$ cat src/rtl/rtc_snapshot_reader.sv
module rtc_snapshot_reader #(
  parameter int BASE_ADDR = 1,
  parameter int MAX_RETRY = 4,
  parameter int CNT_W     = 3
) (
  input  logic             clk,
  input  logic             rst_n,
  input  logic             start,
  output logic             xfer_req,
  output logic [7:0]       xfer_cmd,
  input  logic             xfer_done,
  input  logic [7:0]       xfer_rdata,
  output logic             busy,
  output logic             time_valid,
  output logic [55:0]      time_out,
  output logic [CNT_W-1:0] retry_cnt,
  output logic             retry_err
);
  localparam logic [2:0] LAST_STEP = 3'd7;
  localparam logic [CNT_W-1:0] CNT_MAX = {CNT_W{1'b1}};

  logic [2:0]       step;
  logic [7:0]       shadow [7];
  logic [2:0]       reg_idx;
  logic             take, final_rd, match, give_up;
  logic [CNT_W-1:0] retry_next;

  assign reg_idx    = (step == LAST_STEP) ? 3'd0 : step;
  assign xfer_req   = busy;
  assign xfer_cmd   = {1'b1, 7'(BASE_ADDR) + {4'b0, reg_idx}};
  assign take       = busy && xfer_done;
  assign final_rd   = take && (step == LAST_STEP);
  assign match      = (xfer_rdata == shadow[0]);
  assign retry_next = (retry_cnt == CNT_MAX) ? retry_cnt : retry_cnt + 1'b1;
  assign give_up    = final_rd && !match && (32'(retry_next) >= MAX_RETRY);

  always_ff @(posedge clk) begin
    if (!rst_n) begin
      busy       <= 1'b0;
      step       <= 3'd0;
      time_valid <= 1'b0;
      time_out   <= '0;
      retry_cnt  <= '0;
      retry_err  <= 1'b0;
    end else begin
      time_valid <= 1'b0;
      if (!busy) begin
        if (start) begin
          busy      <= 1'b1;
          step      <= 3'd0;
          retry_cnt <= '0;
          retry_err <= 1'b0;
        end
      end else if (take) begin
        if (!final_rd) begin
          step <= step + 3'd1;
        end else if (match) begin
          busy       <= 1'b0;
          time_valid <= 1'b1;
          time_out   <= {shadow[6], shadow[5], shadow[4], shadow[3],
                         shadow[2], shadow[1], shadow[0]};
        end else begin
          retry_cnt <= retry_next;
          step      <= 3'd0;
          if (give_up) begin
            busy      <= 1'b0;
            retry_err <= 1'b1;
          end
        end
      end
    end
  end

  always_ff @(posedge clk) begin
    if (!rst_n) begin
      for (int i = 0; i < 7; i++) shadow[i] <= 8'h00;
    end else if (take && !final_rd) begin
      shadow[step] <= xfer_rdata;
    end
  end

  assert_cmd_hold_R4: assert property (@(posedge clk) disable iff (!rst_n)
    xfer_req && !xfer_done |=> xfer_req && $stable(xfer_cmd));

  assert_valid_single_R5: assert property (@(posedge clk) disable iff (!rst_n)
    time_valid |=> !time_valid);

  assert_valid_after_done_R5: assert property (@(posedge clk) disable iff (!rst_n)
    time_valid |-> !busy && $past(xfer_done));

  assert_retry_monotonic_R6: assert property (@(posedge clk) disable iff (!rst_n)
    busy && $past(busy) |-> retry_cnt >= $past(retry_cnt));

  assert_err_idle_R7: assert property (@(posedge clk) disable iff (!rst_n)
    retry_err |-> !busy && !time_valid);

  assert_start_ignored_R8: assert property (@(posedge clk) disable iff (!rst_n)
    busy && start && !xfer_done |=> busy && $stable(retry_cnt));
endmodule

$ cat config.mk
export PLATFORM = sky130hd
export DESIGN_NAME = rtc_snapshot_reader
export DESIGN_NICKNAME = d
export VERILOG_FILES = /design/src/rtl/rtc_snapshot_reader.sv
export SDC_FILE = /design/constraint.sdc
export NUM_CORES = 1
export LEC_CHECK = 0
export ABC_AREA = 1
export CORE_ASPECT_RATIO = 1.2
export CORE_MARGIN = 2
export CORE_UTILIZATION = 48
export CTS_CLUSTER_SIZE = 8
export DETAILED_ROUTE_END_ITERATION = 12
export GPL_TIMING_DRIVEN = 0
export HOLD_SLACK_MARGIN = 0.02
export PLACE_DENSITY = 0.75
export SYNTH_ARGS = -nofsm -noshare
export SYNTH_HDL_FRONTEND = slang
export SYNTH_SLANG_ARGS = --single-unit
$ cat constraint.sdc
create_clock -name clk -period 1.91 [get_ports clk]
set_input_delay 0.2865 -clock clk [delete_from_list [all_inputs] [get_ports clk]]
set_output_delay 0.2865 -clock clk [all_outputs]
set_load 0.02 [all_outputs]
==> results of run 1 <==
[power by group]
group          switching (mW)  internal, mW  total, mW
clock                    1.14          2.07       3.22
combinational           0.229         0.118      0.347
sequential             0.0312          2.74       2.77
total                    1.40          4.93       6.33
[worst max-delay path: cells and delay by family, from the launching register on]
family / cells / cell delay [ns]
buf+inv: 1 / 0.11
fa+ha+maj: 2 / 0.37
flops: 1 / 0.36
simple gates: 6 / 0.80
[per-stage QoR]
step | TNS (ns) | utilization [%] | hold WS, ns | cells
2_1_floorplan | -0.2448 | - | 0.4413 | 531
3_3_place_gp | -18.69 | 58.71 | 0.4413 | 734
3_5_place_dp | -23.24 | 58.71 | 0.4415 | 734
4_1_cts | -0.006606 | 65.91 | 0.2145 | 769
5_1_grt | -2.218 | 67.26 | 0.2708 | 778
6_report | -0.5565 | 67.26 | 0.2741 | 778
[kinds of logic after synthesis]
| kind of cell | synth area share [%] |
|---|---|
| AO/OA/AOI/OAI | 7.706 |
| XOR/XNOR | 1.242 |
| flip-flops | 58.81 |
| other | 0.1521 |
| AND/OR/NAND/NOR | 23.57 |
| buffers and inverters | 7.503 |
| adder cells (fa/ha/maj) | 1.014 |
[sequential cells by signal, summed over array words and instances (netlist names)]
name	count
retry_cnt	3
time_valid	1
shadow	56
busy	1
time_out	56
retry_err	1
step	3
[final cells by class]
type                       count  area (um2)
fill                         748        3277
clock inverter                12       150.1
tap                          126       157.7
inverter                      30       117.6
sequential                   121        2908
timing repair buffer          89       877.1
buffer                        39       257.7
multi-input combinational    341        1818
clock buffer                  20       446.7
[routing by layer]
metal / global-route usage, % / part of all wire [%] / wire length, um / up-vias
met5: 0 / 0 / 0 / -
met4: 11.74 / 4.0 / 542 / 0
met3: 6.684 / 7.6 / 1016 / 59
met2: 40.28 / 51 / 6834 / 238
met1: 28.25 / 38 / 5055 / 2012
li1: - / - / - / 2027
[cell usage in the layout (no fill, tap or decap), drive strengths merged]
cell type / n
clkinv: 10
or2: 1
clkdlybuf4s50: 73
nor2: 58
bufinv: 3
nand2: 115
conb: 4
clkdlybuf4s15: 1
ha: 4
clkinvlp: 4
nand3: 19
dfxtp: 73
o21ai: 2
edfxtp: 48
clkbuf: 25
nor3: 1
buf: 48
inv: 25
dlygate4sd2: 1
xnor2: 6
xor2: 1
nand4: 56
a21oi: 74
[timing repair]
action,in CTS,in global routing
setup endpoints to repair,61,68
setup buffers,3,9
resized for setup,36,8
pin swaps,5,4
[worst paths after layout]
kind	endpoint	startpoint	slack, ns	cells after the start
max	shadow[0][4]	step[0]	-0.03	9
min	retry_err	rst_n	0.27	3
max reg2reg	shadow[0][4]	step[0]	-0.03	9
min reg2reg	retry_err	retry_err	0.45	2
==> results_tabular.tex, run 1 <==
\begin{tabular}{lr}
\hline
Metric & Value \\
\hline
\multicolumn{2}{l}{\textbf{Status}} \\
Status & complete, but fails checks \\
Violations in the final reports & setup timing \\
\multicolumn{2}{l}{\textbf{Power}} \\
Power density normalized to cell area & 940.4 nW/um2 \\
Peak supply drop & 0.6608 mV \\
Post-layout power & 6.331 mW \\
Pleak & 2.374 nW \\
\multicolumn{2}{l}{\textbf{Yosys}} \\
Avg Synthesized Cell Area & 9.331 um2 \\
Largest cells by area after synthesis & sky130\_fd\_sc\_hd\_\_dfxtp\_1, sky130\_fd\_sc\_hd\_\_edfxtp\_1, sky130\_fd\_sc\_hd\_\_nand2\_1, sky130\_fd\_sc\_hd\_\_a21oi\_1, sky130\_fd\_sc\_hd\_\_nand4\_1 \\
Most frequent cells after synthesis & sky130\_fd\_sc\_hd\_\_nand2\_1, sky130\_fd\_sc\_hd\_\_a21oi\_1, sky130\_fd\_sc\_hd\_\_dfxtp\_1, sky130\_fd\_sc\_hd\_\_nand4\_1, sky130\_fd\_sc\_hd\_\_nor2\_1 \\
Sequential share of the synthesized area & 58.81\% \\
Dominant cell by count in the synthesized netlist & sky130\_fd\_sc\_hd\_\_nand2\_1 \\
Distinct cells, synth & 25 \\
Number of flops mapped to enable cells by yosys & 48 \\
Yosys Warn Count & 0 \\
Count of mapped cells out of synthesis & 529 \\
Post-Synthesis Cell Area & 4936 um2 \\
Seq cells post-synth & 121 \\
Dominant register cell in the synthesized netlist & sky130\_fd\_sc\_hd\_\_dfxtp\_1 \\
Area share of the largest cell type after synthesis & 29.61\% \\
Proportion of synthesized flip-flops having asynchronous set or reset & 0\% \\
Synth area leader & sky130\_fd\_sc\_hd\_\_dfxtp\_1 \\
\multicolumn{2}{l}{\textbf{Place}} \\
Worst slack, placed & -0.4888 ns \\
Placed inst area & 5877 um2 \\
Port Buf Inserts & 77 \\
HPWL after detailed placement & 8729 um \\
Routability Congestion & 0.8975 \\
\multicolumn{2}{l}{\textbf{Timing}} \\
Unrepaired setup endpoints after global routing & yes \\
Worst Skew & 0.006426 ns \\
Final worst-path cycle share & 101.4\% \\
Rel. slew slack & 66.54\% \\
Max Transition Viols Final & 0 \\
Max Clock Freq & 516.1 MHz \\
Final hold violation count & 0 \\
Crit path time final & 1.938 ns \\
Transition time at the pin with the least slew margin & 0.5020 ns \\
Final WS setup & -0.02767 ns \\
Setup-violating endpoint count in the final report & 34 \\
\multicolumn{2}{l}{\textbf{Setup path}} \\
Cell-by-cell trace of the critical path & ha\_4 > ha\_4 > nor2\_2 > nand2\_4 > inv\_6 > nand2\_2 > nor2\_4 > nand2\_4 > nand2\_8 \\
Data required time of the worst path & 2.04 ns \\
Worst stage delay on the critical path & 0.36 ns \\
Crit-path max FO & 8 \\
Data arrival time of the worst path & 2.06 ns \\
Worst setup path class & register to register \\
Nature of the critical path startpoint & register \\
Type of element capturing the critical path & register \\
Slowest cell on crit path & sky130\_fd\_sc\_hd\_\_dfxtp\_2 \\
\multicolumn{2}{l}{\textbf{Clock tree}} \\
CTS tree & done \\
Number of buffers added to fix hold violations after cts & 0 \\
Clk sink count & 121 \\
H-tree depth & 4 \\
TritonCTS buffer count & 17 \\
Clock insertion delay at the later pin of the skew report & 0.41 ns \\
Clock tree buffer depth & 2 \\
Clock tree root buffer cell & sky130\_fd\_sc\_hd\_\_clkbuf\_16 \\
Clock-pin slew on the worst setup and hold paths & 0.06 ns \\
\multicolumn{2}{l}{\textbf{Flow run}} \\
Number of maximum-capacitance constraint violations & 0 \\
\multicolumn{2}{l}{\textbf{Cells and area}} \\
Share of cells above drive strength 1 & 16.72\% \\
Fin area & 6733 um2 \\
Final Net Count & 655 \\
Diode count & 0 \\
Area grow syn2layout & 36.40\% \\
\multicolumn{2}{l}{\textbf{Detailed routing}} \\
Vias/cell & 5.573 \\
Number of nets still failing antenna checks after routing & 0 \\
WL per Instance & 17.29 um \\
Remaining DRCs & 0 \\
Detailed Routing Iterations Pass 1 & 5 \\
Starting DRT DRC Count & 408 \\
Detailed-route via count & 4,336 \\
Total wire length & 13,450 um \\
\multicolumn{2}{l}{\textbf{Global route}} \\
Final global-route overflow total & 0 \\
Pin count of the biggest net entering global routing & 17 \\
Via count of the first global-routing pass & 4,048 \\
Initial antenna violation count & 0 \\
First-pass GRT wire length & 19,800 um \\
Overall fraction of global-route tracks in use & 24.05\% \\
\multicolumn{2}{l}{\textbf{Floorplanning}} \\
Core outline area & 10,010 um2 \\
Std cell rows & 40 \\
Horiz. Die Dim & 96.57 um \\
Initial standard-cell utilization of the core & 49.31\% \\
I/O pin count & 83 \\
Vertical extent of the die & 115.1 um \\
Die Outline Area & 11,110 um2 \\
\multicolumn{2}{l}{\textbf{Min path}} \\
Path type of the worst min-delay path & input port to register \\
\hline
\end{tabular}
Note: power is estimated with default switching activity, not from simulation.
==> run 2, diff against run 1 <==
--- a/config.mk
+++ b/config.mk
@@ -12,7 +12,6 @@
 export CTS_CLUSTER_SIZE = 8
 export DETAILED_ROUTE_END_ITERATION = 12
 export GPL_TIMING_DRIVEN = 0
-export HOLD_SLACK_MARGIN = 0.02
 export PLACE_DENSITY = 0.75
 export SYNTH_ARGS = -nofsm -noshare
 export SYNTH_HDL_FRONTEND = slang
==> constraint.sdc (replaced) <==
create_clock -name clk -period 1.91 [get_ports clk]
set_input_delay 0.573 -clock clk [delete_from_list [all_inputs] [get_ports clk]]
set_output_delay 0.573 -clock clk [all_outputs]
set_load 0.02 [all_outputs]
==> run 2 against run 1 <==
Net effect:
- the flow still finishes with violations (setup timing)
- sequential power about the same
- critical path depth fell by 3
- clock power is 2% higher
- clock skew up 0.0025 ns
- design area about the same
- wire length up 0.76%
- largest cell class unchanged
==> results_tabular.tex, run 2 (synthesized netlist as in run 1, its figures left out) <==
\begin{tabular}{lr}
\hline
Metric & Value \\
\hline
\multicolumn{2}{l}{\textbf{Cells and area}} \\
Final cell utilization of the core & 67.30\% (about the same) \\
Diode count & 0 (unchanged) \\
Most common library cell in the layout ignoring fill and taps & sky130\_fd\_sc\_hd\_\_nand2\_1 \\
Largest registers in the final layout & shadow (56), time\_out (56) \\
Final Net Count & 656 (+0.15\%) \\
Area grow syn2layout & 36.48\% (about the same) \\
Top library cells by usage in the layout, fill and taps aside & sky130\_fd\_sc\_hd\_\_nand2\_1, sky130\_fd\_sc\_hd\_\_a21oi\_1, sky130\_fd\_sc\_hd\_\_dfxtp\_1 \\
Share of cells above drive strength 1 & 17.76\% (+1.0 points) \\
\multicolumn{2}{l}{\textbf{Power}} \\
Pleak & 2.930 nW (+23\%) \\
Part of the total power dissipated in sequential elements & 43.3\% (-0.4 points) \\
Switching part of the total power & 21.19\% (-0.94 points) \\
P\_sw & 1.354 mW (-3.3\%) \\
Power density normalized to cell area & 948.7 nW/um2 (+0.89\%) \\
Peak supply drop & 0.7477 mV (+13\%) \\
Clock group share of total power & 51.2\% (+0.4 points) \\
Share of power burned in combinational logic & 5.5\% (about the same) \\
Internal portion of total power & 5.037 mW (+2.2\%) \\
\multicolumn{2}{l}{\textbf{Detailed routing}} \\
Vias/cell & 5.566 (-0.13\%) \\
Detailed-route via count & 4,336 (unchanged) \\
Detailed Routing Iterations Pass 1 & 6 (+1) \\
WL per Instance & 17.40 um (+0.63\%) \\
Number of nets still failing antenna checks after routing & 0 (unchanged) \\
Remaining DRCs & 0 (unchanged) \\
Total wire length & 13,550 um (+0.76\%) \\
Starting DRT DRC Count & 378 (-7.4\%) \\
\multicolumn{2}{l}{\textbf{Clock tree}} \\
Number of buffers added to fix hold violations after cts & 0 (unchanged) \\
CTS tree & done \\
TritonCTS buffer count & 17 (unchanged) \\
H-tree depth & 4 (unchanged) \\
Clock tree buffer depth & 2 (unchanged) \\
Clk sink count & 121 (unchanged) \\
Clock-pin slew on the worst setup and hold paths & 0.06 ns (about the same) \\
Clock insertion delay at the later pin of the skew report & 0.41 ns (about the same) \\
Clock tree root buffer cell & sky130\_fd\_sc\_hd\_\_clkbuf\_16 \\
\multicolumn{2}{l}{\textbf{Place}} \\
Routability Congestion & 0.8662 (-3.5\%) \\
Port Buf Inserts & 77 (unchanged) \\
Worst slack, placed & -0.7623 ns (-0.2736 ns) \\
HPWL after detailed placement & 8680 um (-0.56\%) \\
\multicolumn{2}{l}{\textbf{Setup path}} \\
Data arrival time of the worst path & 1.59 ns (-0.47 ns) \\
Cells on worst reg2reg path & 9 (unchanged) \\
Data required time of the worst path & 1.34 ns (-0.70 ns) \\
Crit. Startpoint & step[0] \\
Crit-path max FO & 4 (-4) \\
Reg2Reg Setup Slack & -0.17 ns (-0.14 ns) \\
Reg-to-reg startpoint & step[0] \\
Type of element capturing the critical path & output pin \\
Nature of the critical path startpoint & register \\
Worst setup path class & register to output pin \\
Endpoint of the lowest-slack register-to-register path & shadow[0][0] \\
\multicolumn{2}{l}{\textbf{Floorplanning}} \\
Std cell rows & 40 (unchanged) \\
Initial standard-cell utilization of the core & 49.31\% (unchanged) \\
I/O pin count & 83 (unchanged) \\
Die Outline Area & 11,110 um2 (unchanged) \\
Horiz. Die Dim & 96.57 um (unchanged) \\
Core outline area & 10,010 um2 (unchanged) \\
Vertical extent of the die & 115.1 um (unchanged) \\
\multicolumn{2}{l}{\textbf{Global route}} \\
Pin count of the biggest net entering global routing & 17 (unchanged) \\
Initial antenna violation count & 0 (unchanged) \\
Overall fraction of global-route tracks in use & 24.56\% (+0.51 points) \\
Via count of the first global-routing pass & 4,339 (+7.2\%) \\
First-pass GRT wire length & 20,460 um (+3.3\%) \\
Final global-route overflow total & 0 (unchanged) \\
\multicolumn{2}{l}{\textbf{Status}} \\
Status & complete, but fails checks \\
Violations in the final reports & setup timing \\
\multicolumn{2}{l}{\textbf{Timing}} \\
Final hold violation count & 0 (unchanged) \\
Crit path time final & 2.158 ns (+0.2208 ns) \\
Worst Skew & 0.008933 ns (+0.002507 ns) \\
Max Transition Viols Final & 0 (unchanged) \\
Final WS setup & -0.2485 ns (-0.2208 ns) \\
Final worst-path cycle share & 113.0\% (+12 points) \\
Max Clock Freq & 463.3 MHz (-10\%) \\
Aggregate negative setup slack & -3.614 ns (-3.057 ns) \\
Setup-violating endpoint count in the final report & 37 (+8.8\%) \\
Unrepaired setup endpoints after global routing & yes \\
\multicolumn{2}{l}{\textbf{Min path}} \\
Hold Crit Start & time\_out[16] \\
End of the worst hold path & time\_out[16] \\
Worst hold path cell count & 2 (-1) \\
Path type of the worst min-delay path & register to register \\
\multicolumn{2}{l}{\textbf{Flow run}} \\
Number of maximum-capacitance constraint violations & 0 (unchanged) \\
\hline
\end{tabular}
run 2: cell count changes in the layout (fill, tap and decap cells not counted), sizes merged:
cell | previous run | this run
clkinvlp | 4 | 0
clkdlybuf4s15 | 1 | 0
dlygate4sd2 | 1 | 52
bufinv | 3 | 2
clkdlybuf4s50 | 73 | 2
dlymetal6s2s | 0 | 19
clkbuf | 25 | 34
clkinv | 10 | 9
run 2: per-stage QoR:
step | power [mW] | hold WS (ns) | instances | cell area (um2)
floorplan | 3.006 | 0.4413 | 531 | 4959
global placement | 3.106 | 0.4426 | 734 | 5887
detailed placement | 3.116 | 0.4518 | 734 | 5887
CTS | 6.352 | 0.4576 | 770 | 6560
global route | 6.543 | 0.4729 | 779 | 6736
finish | 6.391 | 0.4556 | 779 | 6736
run 2: how the worst max path moves through the flow:
stage,to,slack (ns),cells past startpoint
2_1_floorplan,shadow[0][0],-0.02,9
6_report,xfer_cmd[2],-0.25,6
5_1_grt,xfer_cmd[2],-0.27,6
3_5_place_dp,shadow[1][0],-0.76,9
3_3_place_gp,shadow[1][1],-0.68,9
4_1_cts,xfer_cmd[2],-0.22,6
run 2: area by class of cell:
type,instances,area [um2]
flip-flops and latches,121,2912
fillers,769,3273
multi-input cells,341,1807
clock buffers,26,533.0
inverters,30,115.1
repair buffers,90,865.8
plain buffers,39,266.5
clock inverters,6,80.08
well taps,126,157.7
run 2: layer usage:
metal,track usage (%),wire length [um],vias up
met1,28.29,5030,2053
met3,5.308,1012,53
li1,-,-,2021
met5,0,0,-
met4,13.15,543,0
met2,42.22,6965,209
run 2: what timing repair did:
action / in CTS / in global routing
pin swaps: 6 / 8
endpoints found under the setup margin: 192 / 138
gates resized for setup: 94 / 34
setup buffers: 4 / 9
run 2: power groups by stage:
stage / logic [mW] / registers (mW) / clock network (mW)
final: 0.349 / 2.77 / 3.27
after global placement: 0.290 / 2.82 / 0
after global routing: 0.373 / 2.77 / 3.40
after CTS: 0.319 / 2.77 / 3.27
after floorplan: 0.193 / 2.81 / 0
after detailed placement: 0.299 / 2.82 / 0
run 2: critical path: stages, from the launching register on:
cell                      delay (ns)
sky130_fd_sc_hd__dfxtp_4        0.37
sky130_fd_sc_hd__ha_4           0.17
sky130_fd_sc_hd__ha_4           0.17
sky130_fd_sc_hd__nor2_4         0.10
sky130_fd_sc_hd__nand2_2        0.09
sky130_fd_sc_hd__xor2_2         0.15
sky130_fd_sc_hd__buf_6          0.13
